==> src/rtl/smb_cfg_pkg.sv <==
package smb_cfg_pkg;
  // width of register selectors carried between control and datapath
  localparam int IDX_W = 4;

  typedef enum logic [2:0] {
    ST_IDLE,
    ST_RX,
    ST_RXACK,
    ST_TX,
    ST_TXACK
  } ctrlState_t;

  // strobes from control to datapath
  typedef struct packed {
    logic             sampleBit;  // shift sampled SDA into receive register
    logic             storeEn;    // commit receive register to bank
    logic [IDX_W-1:0] storeIdx;   // bank slot for storeEn
    logic             loadTx;     // load transmit register
    logic [IDX_W-1:0] txSel;      // 0: count, k: register k-1, else all ones
    logic             shiftTx;    // present next transmit bit
  } dpStrobe_t;
endpackage

==> src/rtl/smb_line_sync.sv <==
module smb_line_sync #(
  parameter int SYNC_STAGES = 2
) (
  input  logic clk,
  input  logic rstN,
  input  logic sclIn,
  input  logic sdaIn,
  output logic sdaNow,
  output logic sclRise,
  output logic sclFall,
  output logic startDet,
  output logic stopDet
);
  // bit 0 carries SCL, bit 1 carries SDA
  logic [SYNC_STAGES-1:0][1:0] pipe;
  logic [1:0] prevLine;
  logic [1:0] lineNow;

  always_ff @(posedge clk or negedge rstN) begin
    if (!rstN) pipe[0] <= 2'b11;
    else       pipe[0] <= {sdaIn, sclIn};
  end

  for (genvar s = 1; s < SYNC_STAGES; s++) begin : g_stage
    always_ff @(posedge clk or negedge rstN) begin
      if (!rstN) pipe[s] <= 2'b11;
      else       pipe[s] <= pipe[s-1];
    end
  end

  assign lineNow = pipe[SYNC_STAGES-1];

  always_ff @(posedge clk or negedge rstN) begin
    if (!rstN) prevLine <= 2'b11;
    else       prevLine <= lineNow;
  end

  assign sdaNow   = lineNow[1];
  assign sclRise  = lineNow[0] & ~prevLine[0];
  assign sclFall  = ~lineNow[0] & prevLine[0];
  assign startDet = lineNow[0] & prevLine[0] & prevLine[1] & ~lineNow[1];
  assign stopDet  = lineNow[0] & prevLine[0] & ~prevLine[1] & lineNow[1];
endmodule

==> src/rtl/smb_ctrl.sv <==
module smb_ctrl
  import smb_cfg_pkg::*;
#(
  parameter logic [6:0] ADDR7    = 7'h69,
  parameter int         NUM_REGS = 6
) (
  input  logic       clk,
  input  logic       rstN,
  input  logic       sdaNow,
  input  logic       sclRise,
  input  logic       sclFall,
  input  logic       startDet,
  input  logic       stopDet,
  input  logic [7:0] rxByte,
  input  logic       txBit,
  output dpStrobe_t  stb,
  output logic       sdaOe
);
  localparam logic [3:0] FIRST_DATA = 4'd3;            // addr, cmd, count precede data
  localparam logic [3:0] LAST_DATA  = FIRST_DATA + 4'(NUM_REGS) - 4'd1;
  localparam logic [3:0] LAST_READ  = 4'(NUM_REGS) + 4'd1;

  ctrlState_t state, nState;
  logic [3:0] bitCnt, nBit;
  logic [3:0] byteNo, nByte, incByte;
  logic       isRead, nRead;
  logic       hostNack, nNack;
  logic [IDX_W-1:0] readSel;

  assign incByte = (byteNo == 4'hF) ? byteNo : byteNo + 4'd1;

  always_comb begin
    if (incByte == 4'd1)                          readSel = '0;
    else if (incByte >= 4'd2 && incByte <= LAST_READ) readSel = IDX_W'(incByte - 4'd1);
    else                                          readSel = '1;
  end

  always_comb begin
    stb    = '0;
    nState = state;
    nBit   = bitCnt;
    nByte  = byteNo;
    nRead  = isRead;
    nNack  = hostNack;
    if (stopDet) begin
      nState = ST_IDLE;
    end else if (startDet) begin
      nState = ST_RX;
      nBit   = '0;
      nByte  = '0;
      nNack  = 1'b0;
    end else begin
      unique case (state)
        ST_RX: begin
          if (sclRise && bitCnt < 4'd8) begin
            stb.sampleBit = 1'b1;
            nBit = bitCnt + 4'd1;
          end else if (sclFall && bitCnt == 4'd8) begin
            nBit = '0;
            if (byteNo == '0) begin
              if (rxByte[7:1] == ADDR7) begin
                nState = ST_RXACK;
                nRead  = rxByte[0];
              end else begin
                nState = ST_IDLE;
              end
            end else begin
              nState = ST_RXACK;
              if (byteNo >= FIRST_DATA && byteNo <= LAST_DATA) begin
                stb.storeEn  = 1'b1;
                stb.storeIdx = IDX_W'(byteNo - FIRST_DATA);
              end
            end
          end
        end
        ST_RXACK: begin
          if (sclFall) begin
            nByte = incByte;
            if (isRead) begin
              nState     = ST_TX;
              stb.loadTx = 1'b1;
              stb.txSel  = readSel;
            end else begin
              nState = ST_RX;
            end
          end
        end
        ST_TX: begin
          if (sclRise) begin
            nBit = bitCnt + 4'd1;
          end else if (sclFall) begin
            if (bitCnt == 4'd8) begin
              nState = ST_TXACK;
              nBit   = '0;
            end else begin
              stb.shiftTx = 1'b1;
            end
          end
        end
        ST_TXACK: begin
          if (sclRise) begin
            nNack = sdaNow;
          end else if (sclFall) begin
            if (hostNack) begin
              nState = ST_IDLE;
            end else begin
              nByte      = incByte;
              nState     = ST_TX;
              stb.loadTx = 1'b1;
              stb.txSel  = readSel;
            end
          end
        end
        default: ;
      endcase
    end
  end

  always_ff @(posedge clk or negedge rstN) begin
    if (!rstN) begin
      state    <= ST_IDLE;
      bitCnt   <= '0;
      byteNo   <= '0;
      isRead   <= 1'b0;
      hostNack <= 1'b0;
    end else begin
      state    <= nState;
      bitCnt   <= nBit;
      byteNo   <= nByte;
      isRead   <= nRead;
      hostNack <= nNack;
    end
  end

  assign sdaOe = (state == ST_RXACK) || (state == ST_TX && !txBit);
endmodule

==> src/rtl/smb_regs.sv <==
module smb_regs
  import smb_cfg_pkg::*;
#(
  parameter int                  NUM_REGS    = 6,
  parameter logic [8*NUM_REGS-1:0] RESET_IMAGE = '0
) (
  input  logic                  clk,
  input  logic                  rstN,
  input  logic                  sdaNow,
  input  dpStrobe_t             stb,
  output logic [7:0]            rxByte,
  output logic                  txBit,
  output logic [8*NUM_REGS-1:0] cfgBytes
);
  logic [NUM_REGS-1:0][7:0] bank;
  logic [7:0] rxShift, txShift, txByte;

  for (genvar g = 0; g < NUM_REGS; g++) begin : g_reg
    always_ff @(posedge clk or negedge rstN) begin
      if (!rstN)                                    bank[g] <= RESET_IMAGE[8*g +: 8];
      else if (stb.storeEn && stb.storeIdx == IDX_W'(g)) bank[g] <= rxShift;
    end
  end

  always_comb begin
    txByte = 8'hFF;
    if (stb.txSel == '0) txByte = 8'(NUM_REGS);
    for (int k = 0; k < NUM_REGS; k++)
      if (stb.txSel == IDX_W'(k + 1)) txByte = bank[k];
  end

  always_ff @(posedge clk or negedge rstN) begin
    if (!rstN) begin
      rxShift <= '0;
      txShift <= 8'hFF;
    end else begin
      if (stb.sampleBit) rxShift <= {rxShift[6:0], sdaNow};
      if (stb.loadTx)       txShift <= txByte;
      else if (stb.shiftTx) txShift <= {txShift[6:0], 1'b1};
    end
  end

  assign rxByte   = rxShift;
  assign txBit    = txShift[7];
  assign cfgBytes = bank;
endmodule

==> src/rtl/smb_cfg_slave.sv <==
module smb_cfg_slave
  import smb_cfg_pkg::*;
#(
  parameter logic [6:0]            ADDR7       = 7'h69,
  parameter int                    NUM_REGS    = 6,
  parameter logic [8*NUM_REGS-1:0] RESET_IMAGE = 48'h06_FF_FF_FF_FF_00
) (
  input  logic                  clk,
  input  logic                  rstN,
  input  logic                  sclIn,
  input  logic                  sdaIn,
  output logic                  sdaOe,
  output logic [8*NUM_REGS-1:0] cfgBytes
);
  logic sdaNow, sclRise, sclFall, startDet, stopDet;
  logic [7:0] rxByte;
  logic txBit;
  dpStrobe_t stb;

  smb_line_sync #(.SYNC_STAGES(2)) u_sync (
    .clk(clk), .rstN(rstN), .sclIn(sclIn), .sdaIn(sdaIn),
    .sdaNow(sdaNow), .sclRise(sclRise), .sclFall(sclFall),
    .startDet(startDet), .stopDet(stopDet)
  );

  smb_ctrl #(.ADDR7(ADDR7), .NUM_REGS(NUM_REGS)) u_ctrl (
    .clk(clk), .rstN(rstN), .sdaNow(sdaNow), .sclRise(sclRise),
    .sclFall(sclFall), .startDet(startDet), .stopDet(stopDet),
    .rxByte(rxByte), .txBit(txBit), .stb(stb), .sdaOe(sdaOe)
  );

  smb_regs #(.NUM_REGS(NUM_REGS), .RESET_IMAGE(RESET_IMAGE)) u_regs (
    .clk(clk), .rstN(rstN), .sdaNow(sdaNow), .stb(stb),
    .rxByte(rxByte), .txBit(txBit), .cfgBytes(cfgBytes)
  );
endmodule

==> config.mk <==
export PLATFORM = sky130hd
export DESIGN_NAME = smb_cfg_slave
export DESIGN_NICKNAME = d
export VERILOG_FILES = /design/src/rtl/smb_cfg_pkg.sv /design/src/rtl/smb_line_sync.sv /design/src/rtl/smb_ctrl.sv /design/src/rtl/smb_regs.sv /design/src/rtl/smb_cfg_slave.sv
export SDC_FILE = /design/constraint.sdc
export NUM_CORES = 1
export LEC_CHECK = 0
export BUFFER_PORTS_ARGS = -buffer_cell sky130_fd_sc_hd__buf_2
export CAP_MARGIN = 20
export CORE_AREA = 2 2 103 105
export DETAILED_ROUTE_END_ITERATION = 12
export DIE_AREA = 0 0 105 107
export PLACE_DENSITY = 0.59
export SLEW_MARGIN = 25
export SYNTH_ARGS = -nofsm -noshare
export SYNTH_HDL_FRONTEND = slang
export SYNTH_HIERARCHICAL = 1
export SYNTH_SLANG_ARGS = --single-unit
==> constraint.sdc <==
create_clock -name clk -period 3.2 [get_ports clk]
set_input_delay 0.48 -clock clk [delete_from_list [all_inputs] [get_ports clk]]
set_output_delay 0.48 -clock clk [all_outputs]
set_load 0.01 [all_outputs]
==> flow_summary.ini, run 1 <==
[logic_synthesis]
yosysSeqAreaShare_pct = 48.05
synthCells = 398
synth_enable_flop_cells = 0
syn_area_mm2 = 0.004448
ys.flop_type = dfstp_2
async_flop_share_pct = 100.0
synth_fp_nets = 409
synth_cell_types = 61
synth_seq_cells = 83
synth_warnings = 6
syn_area_per_cell_um2 = 11.18

[sta]
skew_ns = 0.01123
fin_crit_ns = 2.975
hold_violations = 0
rsz0062_at_grt = no
whs_ns = 0.1524
worst_pin_slew_ns = 0.7312
post-route-period-util_pct = 92.98
tns_ns = 0
setup_viol = 0
max-slew-margin-rel_pct = 51.25
slew_viol_final = 0
fmax_mhz = 336.1

[worst_setup_path]
cp_cell_sequence = and4b_1 > nor2_2 > nand2_1 > nor3_1 > o311ai_1 > nor2_1 > nand3b_1 > nand2b_1 > buf_12 > mux2_2
slowest_delay_ns = 0.56
start_kind = flop
r2r_cells = 10
cp_max_fo = 6
crit_arrival_ns = 3.27
cpMaxStageDelayCell = dfstp_2
path_class = flop to flop
cp-end-kind = flop
critPathRequiredTime_ns = 3.49

[routing]
drtIter0Drc = 244
postRouteAntennaNets = 0
wire_per_inst_um = 18.27
via_count = 3394
dr.pass1.iters = 6
remaining_drc_errors = 0
vias_per_cell = 5.610
routed_wl_um = 11060

[floorplan]
start_util_pct = 44.07
dieArea_mm2 = 0.01124
core_area_mm2 = 0.01009
die_w_um = 105
num_rows = 37
io_pins = 53
fp.dieH_um = 107

[final_layout]
final_cell_mix = mux2_2, buf_2, dfstp_2
nets = 475
layout_commonest_cell = mux2_2
fin_util_pct = 51.97
syn_to_final_growth_pct = 17.92
antenna_cells = 0
drive_gt1_share_pct = 47.76

[power]
leakage_nw = 2.357
p_sw_w = 0.0009451
share_comb_of_total_power_pct = 25.1
netSwitchingFraction_pct = 32.55
internal-power_w = 0.001958
p_total_w = 0.002903
ir_worst_vdd_uv = 280.5
cellPowerDensity_mw_per_mm2 = 553.5
power_frac_clock_pct = 29.5
seq_power_share_pct = 45.4

[clocking]
cts_tree = yes
cts_hold_buf = 0
htreeDepth = 3
ctsLongestPathBuffers = 2
worstSkewPairLatency_ns = 0.36
clkSlewWorstSetupHoldPaths_ns = 0.09
root_buffer = clkbuf_8
clock-sinks = 83
numCtsBuffers = 9

[global_routing]
grtUsageTotal_pct = 20.66
antenna_found_initial = 0
grt_max_degree = 84
grt_pass1_wl_um = 17680
overflow = 0
grt_pass1_vias = 3300

[job]
max_cap_violations = 0

[worst_hold_path]
worstHoldPathType = primary input to asynchronous set/reset pin

[placement]
port-buffer-count = 52
dpl.hpwl_um = 7697
gp_congestion = 0.8865

[outcome]
outcome = complete, no violations
[power groups by stage]
stage	combinational [W]	clock, W	sequential, W
after floorplan	0.000573	0	0.00127
after global placement	0.000718	0	0.00133
after detailed placement	0.000716	0	0.00133
after CTS	0.000720	0.000878	0.00132
after global routing	0.000829	0.000930	0.00134
final	0.000728	0.000856	0.00132
[worst max-delay path: cells and delay by family, from the launching register on]
| family | cells | cell delay [ns] |
|---|---|---|
| compound gates | 1 | 0.26 |
| mux | 1 | 0.33 |
| simple gates | 7 | 1.59 |
| flops | 1 | 0.56 |
| buf+inv | 1 | 0.17 |
[state kept, by name (all words and copies together), names as in the netlist]
name             cells
u_regs/cfgBytes     48
u_regs/rxByte        8
u_regs/txShift       8
u_ctrl/bitCnt        4
u_ctrl/byteNo        4
u_ctrl/state         3
u_sync/lineNow       2
u_sync/pipe          2
u_sync/prevLine      2
u_ctrl/hostNack      1
u_ctrl/isRead        1
[through the flow]
| stage | cells | area, um^2 | worst slack, ns |
|---|---|---|---|
| 2_1_floorplan | 398 | 4448 | 0.3812 |
| 3_3_place_gp | 587 | 4971 | 0.09269 |
| 3_5_place_dp | 587 | 4971 | 0.02582 |
| 4_1_cts | 605 | 5219 | 0.07020 |
| 5_1_grt | 605 | 5245 | 0.01185 |
| 6_report | 605 | 5245 | 0.2246 |
[layout make-up]
cell class	count	area [um^2]
fill	980	4847
timing repair buffer	74	481.7
multi-input combinational	277	2165
tap	136	170.2
clock inverter	7	96.34
sequential	83	2137
inverter	19	71.32
clock buffer	9	123.9
[cell usage after synthesis (2+ instances only)]
master | n | area share, %
o2bb2ai_1 | 2 | 0.39
nand2_1 | 20 | 1.7
and2b_1 | 2 | 0.34
nor2_1 | 27 | 2.3
o21ai_1 | 2 | 0.23
o311ai_0 | 3 | 0.59
nand3_1 | 6 | 0.68
o21ai_0 | 15 | 1.7
and4b_1 | 3 | 0.68
a21oi_1 | 21 | 2.4
a31oi_1 | 3 | 0.42
ha_1 | 7 | 2.0
o21a_1 | 4 | 0.68
o22a_1 | 2 | 0.39
a221o_1 | 2 | 0.45
mux2_2 | 66 | 17
dfstp_2 | 48 | 28
clkbuf_1 | 4 | 0.34
a311oi_1 | 2 | 0.39
nor4_1 | 2 | 0.28
nor3b_4 | 2 | 0.84
buf_2 | 11 | 1.2
nand4_1 | 2 | 0.28
buf_6 | 2 | 0.51
a221oi_1 | 3 | 0.59
xnor2_1 | 3 | 0.59
inv_1 | 18 | 1.5
nor3b_1 | 4 | 0.68
a21o_1 | 3 | 0.51
nor3_1 | 5 | 0.56
nand3b_1 | 3 | 0.51
a22o_1 | 2 | 0.39
dfrtp_1 | 35 | 20
buf_4 | 2 | 0.34
mux2i_1 | 5 | 1.1
nor2b_1 | 11 | 1.5
o22ai_1 | 10 | 1.4
a211o_1 | 2 | 0.39
nand2b_1 | 9 | 1.3
o31a_1 | 2 | 0.39
a22oi_1 | 2 | 0.34
nor2_4 | 2 | 0.51
[cell families after synthesis]
kind of cell	synth area share, %
mux	18.09
compound gates	13.53
flops	48.05
fa+ha+maj	1.969
simple gates	13.76
xor+xnor	0.5908
buf+inv	4.022
[path summary, 6_finish.rpt]
check / start / endpoint / slack [ns]
hold / removal: rstN / u_ctrl/bitCnt[3]$_DFFE_PN0P_ / 0.15
setup / recovery: u_sync/lineNow[1]$_DFF_PN1_ / u_regs/cfgBytes[38]$_DFFE_PN1P_ / 0.22
hold reg to reg: u_sync/pipe[0]$_DFF_PN1_ / u_sync/lineNow[0]$_DFF_PN1_ / 0.36
setup reg to reg: u_sync/lineNow[1]$_DFF_PN1_ / u_regs/cfgBytes[38]$_DFFE_PN1P_ / 0.22
max in group asynchronous: rstN / u_regs/cfgBytes[3]$_DFFE_PN0P_ / 2.55
min in group clk: sclIn / u_sync/pipe[0]$_DFF_PN1_ / 0.22
[what timing repair did]
| item | CTS | global route |
|---|---|---|
| cloned | 0 | 0 |
| setup buffers | 2 | 0 |
| pin swaps | 1 | 0 |
| endpoints found under the setup margin | 3 | 56 |
| resized for setup | 0 | 5 |
[metal layers]
metal / global-route usage, % / routed length (um) / vias up
li1: - / - / 1579
met1: 30.90 / 5296 / 1693
met2: 30.43 / 5122 / 109
met3: 3.404 / 530 / 13
met4: 6.762 / 106 / 0
met5: 0 / 0 / -
(Power assumes the default switching activity.)
==> inputs of run 2 (changes only) <==
- CORE_AREA: 2 2 103 105 -> 2 2 105 107
- DIE_AREA: 0 0 105 107 -> 0 0 107 109
- PLACE_DENSITY: 0.59 -> default
- PLACE_DENSITY_LB_ADDON: default -> 0.15
- SYNTH_HIERARCHICAL: 1 -> default
==> flow_summary.ini, run 2 <==
[outcome]
outcome = complete, no violations

[logic_synthesis]
ys.flop_type = dfstp_2
synth_seq_cells = 83
synth-compound-area-share_pct = 16.86
synth_fp_nets = 430
synth_top_family_by_area = multiplexers
synth_cell_types = 67
async_flop_share_pct = 100.0
synthXorXnorAreaFrac_pct = 0.7225
muxShareOfSynthArea_pct = 17.47
synth_enable_flop_cells = 0
synthAdderAreaFrac_pct = 2.944
netlist_top_cells_count = mux2_2, dfstp_2, dfrtp_1
synthCells = 415
synth_top_area_cell = dfstp_2
synth_warnings = 0
synthTopCellsByArea = dfstp_2, dfrtp_1, mux2_2, ha_1, mux2i_1
synth_top_area_share_pct = 26.97
synth_most_common_cell = mux2_2
syn_area_per_cell_um2 = 11.27
syn_area_mm2 = 0.004676
yosysSeqAreaShare_pct = 45.71
synthSimpleGateAreaFrac_pct = 12.71

[routing]
drtIter0Drc = 155
top_layer = met4
wl_met1_um = 5224
dr.pass1.iters = 4
wl_met2_um = 5654
vias_per_cell = 5.626
remaining_drc_errors = 0
postRouteAntennaNets = 0
via_count = 3477
wire_per_inst_um = 18.62
dr_wl_met3_um = 374
routed_wl_um = 11510

[worst_setup_path]
r2r_cells = 8
cp-end-kind = flop
crit_arrival_ns = 3.27
r2r_start = u_sync.prevLine[0]$_DFF_PN1_
path_class = flop to flop
critPathRequiredTime_ns = 3.48
start_kind = flop
regToRegEndpoint = u_regs.txShift[5]$_DFFE_PN1P_
rrSetupSlack_ns = 0.22
cp_max_fo = 5

[clocking]
cts_tree = yes
clock-sinks = 83
numCtsBuffers = 9
clkSlewWorstSetupHoldPaths_ns = 0.09
cts_hold_buf = 0
cts.repair.resized = 0
worstSkewPairLatency_ns = 0.37
htreeDepth = 3
cts_setup_buffers = 0
ctsLongestPathBuffers = 2
root_buffer = clkbuf_8

[sta]
setup_viol = 0
post-route-period-util_pct = 93.25
worst_pin_slew_ns = 0.7473
fin_ws_ns = 0.2162
tns_ns = 0
rsz0062_at_grt = no
fin_crit_ns = 2.984
slew_viol_final = 0
fmax_mhz = 335.1
max-slew-margin-rel_pct = 50.18
skew_ns = 0.01137
hold_violations = 0

[placement]
post-place-ws_ns = 0.1340
dpl.hpwl_um = 8341
port-buffer-count = 52
place_inst = 602
gp_congestion = 0.8336
placed_cell_area_mm2 = 0.005111

[power]
share_comb_of_total_power_pct = 30.2
cellPowerDensity_mw_per_mm2 = 540.0
ir_worst_vdd_uv = 262.8
netSwitchingFraction_pct = 35.84
power_frac_clock_pct = 27.0
internal-power_w = 0.001842
p_sw_w = 0.001029
seq_power_share_pct = 42.8
leakage_nw = 2.426

[floorplan]
num_rows = 38
die_w_um = 107
dieArea_mm2 = 0.01166
io_pins = 53
core_area_mm2 = 0.01060
fp.dieH_um = 109
start_util_pct = 44.10

[final_layout]
syn_to_final_growth_pct = 13.70
stdcell_count = 618
layout_commonest_cell = mux2_2
fin_area_mm2 = 0.005316
drive_gt1_share_pct = 42.47
largest_reg_flops = 48
nets = 488
final_cell_mix = mux2_2, buf_2, dfstp_2
antenna_cells = 0

[job]
max_cap_violations = 0

[global_routing]
overflow = 0
grtUsageTotal_pct = 20.74
grt_pass1_wl_um = 18440
antenna_found_initial = 0
grt_pass1_vias = 3420
grt_max_degree = 84

[worst_hold_path]
worstHoldPathType = primary input to asynchronous set/reset pin
run 2: cell types whose count changed after synthesis, moves of 6 or more:
cell      previous run  this run
a211oi_1             0         6
and3_1               0         8
mux2_2              66        58
mux2i_1              5        13
nand3_1              6        14
nor2_1              27        11
nor2b_1             11         5
o22ai_1             10         1
run 2: per-stage QoR:
step	hold WS (ns)	total power (W)	utilization [%]
6_report	0.1439	0.002871	50.14
5_1_grt	0.1949	0.003032	50.14
4_1_cts	0.1927	0.002881	50.06
3_5_place_dp	0.3472	0.002096	48.21
3_3_place_gp	0.3468	0.002077	48.21
2_1_floorplan	0.1844	0.001816	-
run 2: critical path, stage by stage (launching register included):
cell and delay [ns]:
dfstp_2 0.55, inv_1 0.04, ha_1 0.18, or4b_4 0.55
a221o_1 0.39, nor2_4 0.22, mux2_1 0.39, a2111oi_1 0.46
a21oi_1 0.12
run 2: cells by family (layout without fill, tap and decap cells):
family,after synthesis,count (layout)
AOI/OAI and AO/OA,105,105
xor gates and xnor gates,3,3
adders and majority gates,11,11
buffers and inverters,35,98
DFF,83,83
muxes,74,74
and+or+nand+nor,104,104
run 2: worst max-delay path by stage:
stage,from,end,slack [ns],cells past startpoint
floorplan,u_ctrl.byteNo[1]$_DFFE_PN0P_,u_regs.txShift[1]$_DFFE_PN1P_,0.26,12
global placement,u_ctrl.byteNo[1]$_DFFE_PN0P_,u_regs.txShift[1]$_DFFE_PN1P_,0.28,10
detailed placement,u_ctrl.byteNo[1]$_DFFE_PN0P_,u_regs.txShift[1]$_DFFE_PN1P_,0.13,10
CTS,u_ctrl.byteNo[1]$_DFFE_PN0P_,u_regs.txShift[1]$_DFFE_PN1P_,0.10,10
global route,u_ctrl.byteNo[1]$_DFFE_PN0P_,u_regs.txShift[1]$_DFFE_PN1P_,0.02,10
finish,u_sync.prevLine[0]$_DFF_PN1_,u_regs.txShift[5]$_DFFE_PN1P_,0.22,8
run 2: layout make-up:
cell class,count,area (um^2)
fillers,976,5286
inverters,16,60.06
clock inverters,4,51.30
multi-input cells,297,2376
clock buffers,12,145.1
flip-flops and latches,83,2137
repair buffers,66,371.6
well taps,140,175.2
run 2: power by group through the flow:
stage | clock network, W | registers (W) | logic, W
floorplan | 0 | 0.00119 | 0.000622
global placement | 0 | 0.00125 | 0.000829
detailed placement | 0 | 0.00125 | 0.000846
CTS | 0.000797 | 0.00123 | 0.000852
global route | 0.000836 | 0.00124 | 0.000952
finish | 0.000776 | 0.00123 | 0.000866
run 2: routing by layer:
metal	vias up	track usage (%)
met1	1721	27.55
met3	17	3.168
met2	77	34.03
met5	-	0
li1	1662	-
met4	0	8.627
